**config.mk**
```make
export PLATFORM = sky130hd
export DESIGN_NAME = page_range_guard
export DESIGN_NICKNAME = d
export VERILOG_FILES = /design/src/rtl/prg_pkg.sv /design/src/rtl/prg_win_table.sv /design/src/rtl/prg_hit_match.sv /design/src/rtl/page_range_guard.sv
export SDC_FILE = /design/constraint.sdc
export NUM_CORES = 2
export LEC_CHECK = 0
export ABC_AREA = 1
export CORE_MARGIN = 2
export CORE_UTILIZATION = 65
export CTS_BUF_LIST = sky130_fd_sc_hd__clkbuf_4
export DETAILED_ROUTE_END_ITERATION = 8
export DONT_BUFFER_PORTS = 1
export HOLD_SLACK_MARGIN = 0.03
export PLACE_DENSITY_LB_ADDON = 0.12
export SYNTH_ARGS = -nofsm -noshare
export SYNTH_HDL_FRONTEND = slang
export SYNTH_SLANG_ARGS = --single-unit
```
**constraint.sdc**
```tcl
create_clock -name clk -period 3.05 [get_ports clk]
set_input_delay 0.305 -clock clk [delete_from_list [all_inputs] [get_ports clk]]
set_output_delay 0.305 -clock clk [all_outputs]
set_load 0.02 [all_outputs]
```
**src/rtl/prg_pkg.sv**
```systemverilog
package prg_pkg;
    typedef enum logic [1:0] {
        CFG_LOWER  = 2'd0,
        CFG_UPPER  = 2'd1,
        CFG_ENABLE = 2'd2,
        CFG_FILL   = 2'd3
    } cfg_kind_e;

    localparam logic [31:0] FILL_RESET = 32'h9292_9292;
endpackage

```
**src/rtl/prg_win_table.sv**
```systemverilog
module prg_win_table
    import prg_pkg::*;
#(
    parameter int NUM_WIN = 16,
    parameter int PAGE_W  = 24,
    parameter int IDX_W   = 8,
    parameter int DATA_W  = 32
) (
    input  logic                            clk,
    input  logic                            rst_n,
    input  logic                            cfg_we,
    input  logic [1:0]                      cfg_kind,
    input  logic [IDX_W-1:0]                cfg_idx,
    input  logic [DATA_W-1:0]               cfg_wdata,
    output logic [NUM_WIN-1:0][PAGE_W-1:0]  lo_o,
    output logic [NUM_WIN-1:0][PAGE_W-1:0]  hi_o,
    output logic [NUM_WIN-1:0]              en_o,
    output logic [DATA_W-1:0]               fill_o
);
    localparam int WIN_IW = (NUM_WIN > 1) ? $clog2(NUM_WIN) : 1;

    typedef struct packed {
        logic [NUM_WIN-1:0][PAGE_W-1:0] lo;
        logic [NUM_WIN-1:0][PAGE_W-1:0] hi;
        logic [NUM_WIN-1:0]             en;
        logic [DATA_W-1:0]              fill;
    } tbl_t;

    tbl_t tbl_d, tbl_q;
    logic idx_ok;
    logic [WIN_IW-1:0] win_sel;

    always_comb begin
        tbl_d   = tbl_q;
        idx_ok  = (int'(cfg_idx) < NUM_WIN);
        win_sel = cfg_idx[WIN_IW-1:0];
        if (cfg_we) begin
            case (cfg_kind_e'(cfg_kind))
                CFG_LOWER: if (idx_ok) tbl_d.lo[win_sel] = cfg_wdata[PAGE_W-1:0];
                CFG_UPPER: if (idx_ok) tbl_d.hi[win_sel] = cfg_wdata[PAGE_W-1:0];
                CFG_ENABLE: begin
                    for (int i = 0; i < NUM_WIN; i++) begin
                        if (int'(cfg_idx) == (i >> 5)) tbl_d.en[i] = cfg_wdata[i & 31];
                    end
                end
                default: tbl_d.fill = cfg_wdata;
            endcase
        end
    end

    always_ff @(posedge clk) begin
        if (!rst_n) begin
            tbl_q      <= '0;
            tbl_q.fill <= FILL_RESET[DATA_W-1:0];
        end else begin
            tbl_q <= tbl_d;
        end
    end

    assign lo_o   = tbl_q.lo;
    assign hi_o   = tbl_q.hi;
    assign en_o   = tbl_q.en;
    assign fill_o = tbl_q.fill;
endmodule

```
**src/rtl/prg_hit_match.sv**
```systemverilog
module prg_hit_match #(
    parameter int NUM_WIN = 16,
    parameter int PAGE_W  = 24
) (
    input  logic [PAGE_W-1:0]               page,
    input  logic [NUM_WIN-1:0][PAGE_W-1:0]  lo,
    input  logic [NUM_WIN-1:0][PAGE_W-1:0]  hi,
    input  logic [NUM_WIN-1:0]              en,
    output logic                            hit
);
    logic [NUM_WIN-1:0] hit_vec;

    for (genvar g = 0; g < NUM_WIN; g++) begin : g_win
        assign hit_vec[g] = en[g] && (page >= lo[g]) && (page < hi[g]);
    end

    assign hit = |hit_vec;
endmodule

```
**src/rtl/page_range_guard.sv**
```systemverilog
module page_range_guard
    import prg_pkg::*;
#(
    parameter int NUM_WIN    = 16,
    parameter int ADDR_W     = 36,
    parameter int PAGE_SHIFT = 12,
    parameter int DATA_W     = 32,
    parameter int IDX_W      = 8
) (
    input  logic              clk,
    input  logic              rst_n,
    input  logic              cfg_we,
    input  logic [1:0]        cfg_kind,
    input  logic [IDX_W-1:0]  cfg_idx,
    input  logic [DATA_W-1:0] cfg_wdata,
    input  logic              acc_valid,
    input  logic              acc_write,
    input  logic [ADDR_W-1:0] acc_addr,
    input  logic [DATA_W-1:0] acc_wdata,
    output logic              dn_valid,
    output logic              dn_write,
    output logic [ADDR_W-1:0] dn_addr,
    output logic [DATA_W-1:0] dn_wdata,
    input  logic [DATA_W-1:0] dn_rdata,
    output logic              rsp_valid,
    output logic [DATA_W-1:0] rsp_rdata,
    output logic              rd_err,
    output logic              wr_err,
    output logic [ADDR_W-1:0] err_addr
);
    localparam int PAGE_W = ADDR_W - PAGE_SHIFT;

    logic [NUM_WIN-1:0][PAGE_W-1:0] win_lo, win_hi;
    logic [NUM_WIN-1:0]             win_en;
    logic [DATA_W-1:0]              fill_word;
    logic                           hit;

    prg_win_table #(
        .NUM_WIN(NUM_WIN), .PAGE_W(PAGE_W), .IDX_W(IDX_W), .DATA_W(DATA_W)
    ) u_table (
        .clk(clk), .rst_n(rst_n),
        .cfg_we(cfg_we), .cfg_kind(cfg_kind), .cfg_idx(cfg_idx), .cfg_wdata(cfg_wdata),
        .lo_o(win_lo), .hi_o(win_hi), .en_o(win_en), .fill_o(fill_word)
    );

    prg_hit_match #(.NUM_WIN(NUM_WIN), .PAGE_W(PAGE_W)) u_match (
        .page(acc_addr[ADDR_W-1:PAGE_SHIFT]),
        .lo(win_lo), .hi(win_hi), .en(win_en),
        .hit(hit)
    );

    typedef struct packed {
        logic              dn_valid;
        logic              dn_write;
        logic [ADDR_W-1:0] dn_addr;
        logic [DATA_W-1:0] dn_wdata;
        logic              rsp_valid;
        logic              rsp_hit;
        logic [DATA_W-1:0] rsp_fill;
        logic              rd_err;
        logic              wr_err;
        logic [ADDR_W-1:0] err_addr;
    } resp_t;

    resp_t r_d, r_q;

    always_comb begin
        r_d           = r_q;
        r_d.dn_valid  = 1'b0;
        r_d.rsp_valid = 1'b0;
        r_d.rd_err    = 1'b0;
        r_d.wr_err    = 1'b0;
        if (acc_valid) begin
            r_d.rsp_valid = !acc_write;
            r_d.rsp_hit   = hit;
            if (hit) begin
                r_d.dn_valid = 1'b1;
                r_d.dn_write = acc_write;
                r_d.dn_addr  = acc_addr;
                r_d.dn_wdata = acc_wdata;
            end else begin
                r_d.rsp_fill = fill_word;
                r_d.rd_err   = !acc_write;
                r_d.wr_err   = acc_write;
                r_d.err_addr = acc_addr;
            end
        end
    end

    always_ff @(posedge clk) begin
        if (!rst_n) r_q <= '0;
        else        r_q <= r_d;
    end

    assign dn_valid  = r_q.dn_valid;
    assign dn_write  = r_q.dn_write;
    assign dn_addr   = r_q.dn_addr;
    assign dn_wdata  = r_q.dn_wdata;
    assign rsp_valid = r_q.rsp_valid;
    assign rsp_rdata = r_q.rsp_hit ? dn_rdata : r_q.rsp_fill;
    assign rd_err    = r_q.rd_err;
    assign wr_err    = r_q.wr_err;
    assign err_addr  = r_q.err_addr;
endmodule

```
==> results of run 1 <==
[routing by layer]
layer,GRT usage (%),GRT overflow
met1,79.9,41
met5,58.5,10
met4,76.7,110
met2,92.2,200
met3,71.1,29
[logic make-up after synthesis]
| group | synth area share, % |
|---|---|
| simple gates | 16.4 |
| flops | 34.5 |
| buf+inv | 13.7 |
| fa+ha+maj | 16.9 |
| compound gates | 18.4 |
[stage by stage]
step | std cells | cell area [um2] | utilization [%]
3_3_place_gp | 8660 | 55700 | 65.5
4_1_cts | 10600 | 73800 | 86.9
2_1_floorplan | 7904 | 55600 | -
3_5_place_dp | 8660 | 55700 | 65.5
[timing repair]
action                     in CTS
hold buffers                 1472
pin swaps                       0
setup buffers                   0
gates resized for setup         1
setup endpoints to repair       1
hold endpoints to repair      958
==> metrics.cfg, run 1 <==
[outcome]
status = stopped before the end
stop_stage = global routing
firstError = [ERROR GRT-0232] Routing congestion too high. Check the congestion heatmap in the GUI.

[floorplanning]
die_h_um = 297
start_util_pct = 65.4
num_rows = 107
die_w_um = 297
io_pins = 288

[sta]
worst-ep-kind = register input
worst_endpoint = err_addr[19]$_SDFFE_PN0P_/D

[yosys]
syn_area_per_cell_um2 = 7.04
yosysSeqAreaShare_pct = 34.5
post_synth_instance_area_um2 = 55600
yosysTopAreaCell = dfxtp_1
post-synth-top-count-cell = inv_1
netlist_top_cells_area = dfxtp_1, ha_1, a21oi_1
synth_cells = 7904
synth_warnings = 0
synth_top_area_share_pct = 34.5
synth-edff-count = 0
yosys-top-cells-count = inv_1, nand2_1, a21oi_1
yosys_register_bits = 958
synth_nets = 8803
synth_ff_type = dfxtp_1
synth.distinct_cells = 32
synth_async_sr_flop_share_pct = 0

[place]
dp_hpwl_mm = 99.6
place.port_buffers = 0
pre_cts_slack_ps = 48.7
place_congestion = 0.879

[cts]
clockBufferDepth = 4
cts_buffers = 281
htree_levels = 5
clkSinkCount = 958
cts-root-buf = clkbuf_4

[global_route]
grt_overflow_total = 390
grt.total_usage_pct = 80.4
antenna_found_initial = 61
grt_start_max_net_pins = 694

==> run 2: changes to the inputs <==
--- a/config.mk
+++ b/config.mk
@@ -7,12 +7,10 @@
 export LEC_CHECK = 0
 export ABC_AREA = 1
 export CORE_MARGIN = 2
-export CORE_UTILIZATION = 65
-export CTS_BUF_LIST = sky130_fd_sc_hd__clkbuf_4
+export CORE_UTILIZATION = 40
 export DETAILED_ROUTE_END_ITERATION = 8
 export DONT_BUFFER_PORTS = 1
-export HOLD_SLACK_MARGIN = 0.03
-export PLACE_DENSITY_LB_ADDON = 0.12
+export PLACE_DENSITY_LB_ADDON = 0.15
 export SYNTH_ARGS = -nofsm -noshare
 export SYNTH_HDL_FRONTEND = slang
 export SYNTH_SLANG_ARGS = --single-unit
==> metrics.cfg, run 2 <==
[floorplanning]
coreArea_um2 = 138000
io_pins = 288
start_util_pct = 40.4
die_area_um2 = 142000
die_w_um = 377
die_h_um = 377
num_rows = 136

[power]
power_density_nw_per_um2 = 430
leakage_nw = 29.3
seq_power_share_pct = 42.4
p_int_mw = 22.4
p_switching_mw = 7.59
clkPwrFrac_pct = 48.0
p_sw_share_pct = 25.3
power_frac_comb_pct = 9.7
ir_drop_uv = 527

[place]
pre_cts_slack_ps = -369
place_congestion = 0.861
place.port_buffers = 0
dp_hpwl_mm = 109

[cts]
cts-root-buf = clkbuf_16
clkSinkCount = 958
htree_levels = 3
cts.reportedPaths.clkPinSlew_ps = 60
clk_latency_ps = 750
cts_buffers = 113
cts_tree = done
clockBufferDepth = 3

[worst_setup_path]
critPathArrivalTime_ps = 3660
crit_required_ps = 3740
cp-start-kind = input pin
crit_fanout = 32
crit_type = input pin to flip-flop
worstSetupEndpointType = flip-flop
rr_worst_depth = 21

[sta]
hold_viol = 138
period_share_pct = 97.7
post-route-min-period_ps = 2980
slew_headroom_pct = -61.4
slew_viol_final = 606
setup_viol = 0
tightestPinTransition_ps = 2420
fin_skew_ps = 46.9
tns_ps = 0
setup_ws_ps = 70.8
fmax_mhz = 336
fin_hold_ws_ps = -255

[outcome]
status = finished with violations
failed_checks = negative hold slack, max-slew violations

[yosys]
synth_fa_ha_area_share_pct = 16.9
yosysTopAreaCell = dfxtp_1
post-synth-top-count-cell = inv_1
synth_ff_type = dfxtp_1
synth_xor_area_share_pct = 0
syn_area_per_cell_um2 = 7.04
synth_cells = 7904
synth_top_area_share_pct = 34.5
synth_nets = 8803
synth.distinct_cells = 32
yosysSeqAreaShare_pct = 34.5
yosys_register_bits = 958
netlist_top_cells_area = dfxtp_1, ha_1, a21oi_1
post_synth_instance_area_um2 = 55600
yosys-top-cells-count = inv_1, nand2_1, a21oi_1
synth_mux_area_share_pct = 0
synth_top_family_by_area = compound AO/OA/AOI/OAI gates
synth-edff-count = 0
synth_async_sr_flop_share_pct = 0
synth_warnings = 0
synth_compound_area_share_pct = 18.4
synth-simple-area-share_pct = 16.4

[final_layout]
fin_nets = 9412
final_cell_mix = inv_1, nand2_1, a21oi_1
fillers = 13600
layout_commonest_cell = inv_1
drive_gt1_share_pct = 5.28
syn_to_final_growth_pct = 25.3

[route]
antenna_left = 0
viasPerCell = 5.12
finalWirelength_mm = 192
drc = 0
drt_iter0_drc = 3827
num_vias = 53200
dr.pass1.iters = 5
wl_per_cell_um = 18.5

[global_route]
grt.total_usage_pct = 26.4
antenna_found_initial = 7
grt_start_max_net_pins = 744
grt_pass1_wl_mm = 291
grt_pass1_vias = 49900
grt_overflow_total = 0

[job]
drv_cap = 0

[worst_hold_path]
holdPathStages = 2
hold_path.class = input pin to flip-flop

[run 2: cell counts after synthesis]
No cell type changed its count.
[run 2: path summary, 6_finish.rpt]
| path | from | slack (ps) | endpoint |
|---|---|---|---|
| min reg2reg | u_table.lo_o[95] | 450 | u_table.lo_o[95] |
| max reg2reg | u_table.lo_o[335] | 100 | dn_wdata[19] |
| min | acc_valid | -260 | dn_addr[27] |
| max | cfg_idx[5] | 70 | u_table.lo_o[173] |
[run 2: cell families (layout without fill, tap and decap cells)]
group / count (synthesis) / in the layout
adders and majority gates: 752 / 752
and+or+nand+nor: 2271 / 2273
buffers and inverters: 1911 / 2607
other: 0 / 2
DFF: 958 / 958
AOI/OAI and AO/OA: 2012 / 2012
[run 2: final cells by class]
type                            count  area [um2]  share of cell area (%)
Timing Repair Buffer              972        9870                    14.2
Multi-Input combinational cell   5037       29100                    41.8
Inverter                         1431        5380                    7.72
Tap cell                         1794        2240                    3.22
Clock inverter                     40         612                   0.878
Antenna cell                        2        5.00                 0.00718
Clock buffer                      164        3270                    4.69
Sequential cell                   958       19200                    27.5
[run 2: metrics by stage]
step           hold slack (ps)  power (mW)  instances  instance area, um2  util (%)
2_1_floorplan              377        14.8       7904               55600         -
3_3_place_gp               381        15.2       9360               56900      41.4
3_5_place_dp               381        15.3       9360               56900      41.4
4_1_cts                   -308        30.1      10400               69000      50.1
5_1_grt                   -280        31.1      10400               69700      50.6
6_report                  -255        30.0      10400               69700      50.6
[run 2: repair_timing]
action                     4_1_cts  5_1_grt
setup buffers                    0        2
hold buffers                   798       20
gates resized for setup         11       75
hold endpoints to repair       942      140
setup endpoints to repair      138      142
pin swaps                        0       22
gates cloned                     0       13
[run 2: metal layers]
layer | vias to the layer above | wire length, um | track usage (%)
met5 | - | 42 | 0
met4 | 6 | 4800 | 7.57
met3 | 253 | 13400 | 4.41
met2 | 1347 | 86800 | 43.4
met1 | 25200 | 87300 | 35.3
li1 | 26400 | - | -
[run 2: worst max-delay path: stages]
cell           delay, ps
nor4_1               290
inv_1                180
nor2_1               110
inv_1                 60
nor2_1               110
inv_1                230
buf_4                290
nor2_2               100
buf_4                180
buf_4                300
o21ai_0              120
dlygate4sd3_1        670
a21oi_1              120
dlygate4sd3_1        560
[run 2: power by group through the flow]
stage / combinational, mW / sequential (mW) / clock (mW)
2_1_floorplan: 1.94 / 12.9 / 0
3_3_place_gp: 2.26 / 13.0 / 0
3_5_place_dp: 2.31 / 13.0 / 0
4_1_cts: 2.79 / 12.7 / 14.6
5_1_grt: 3.28 / 12.7 / 15.1
6_report: 2.90 / 12.7 / 14.4
Note: power is estimated with default switching activity, not from simulation.
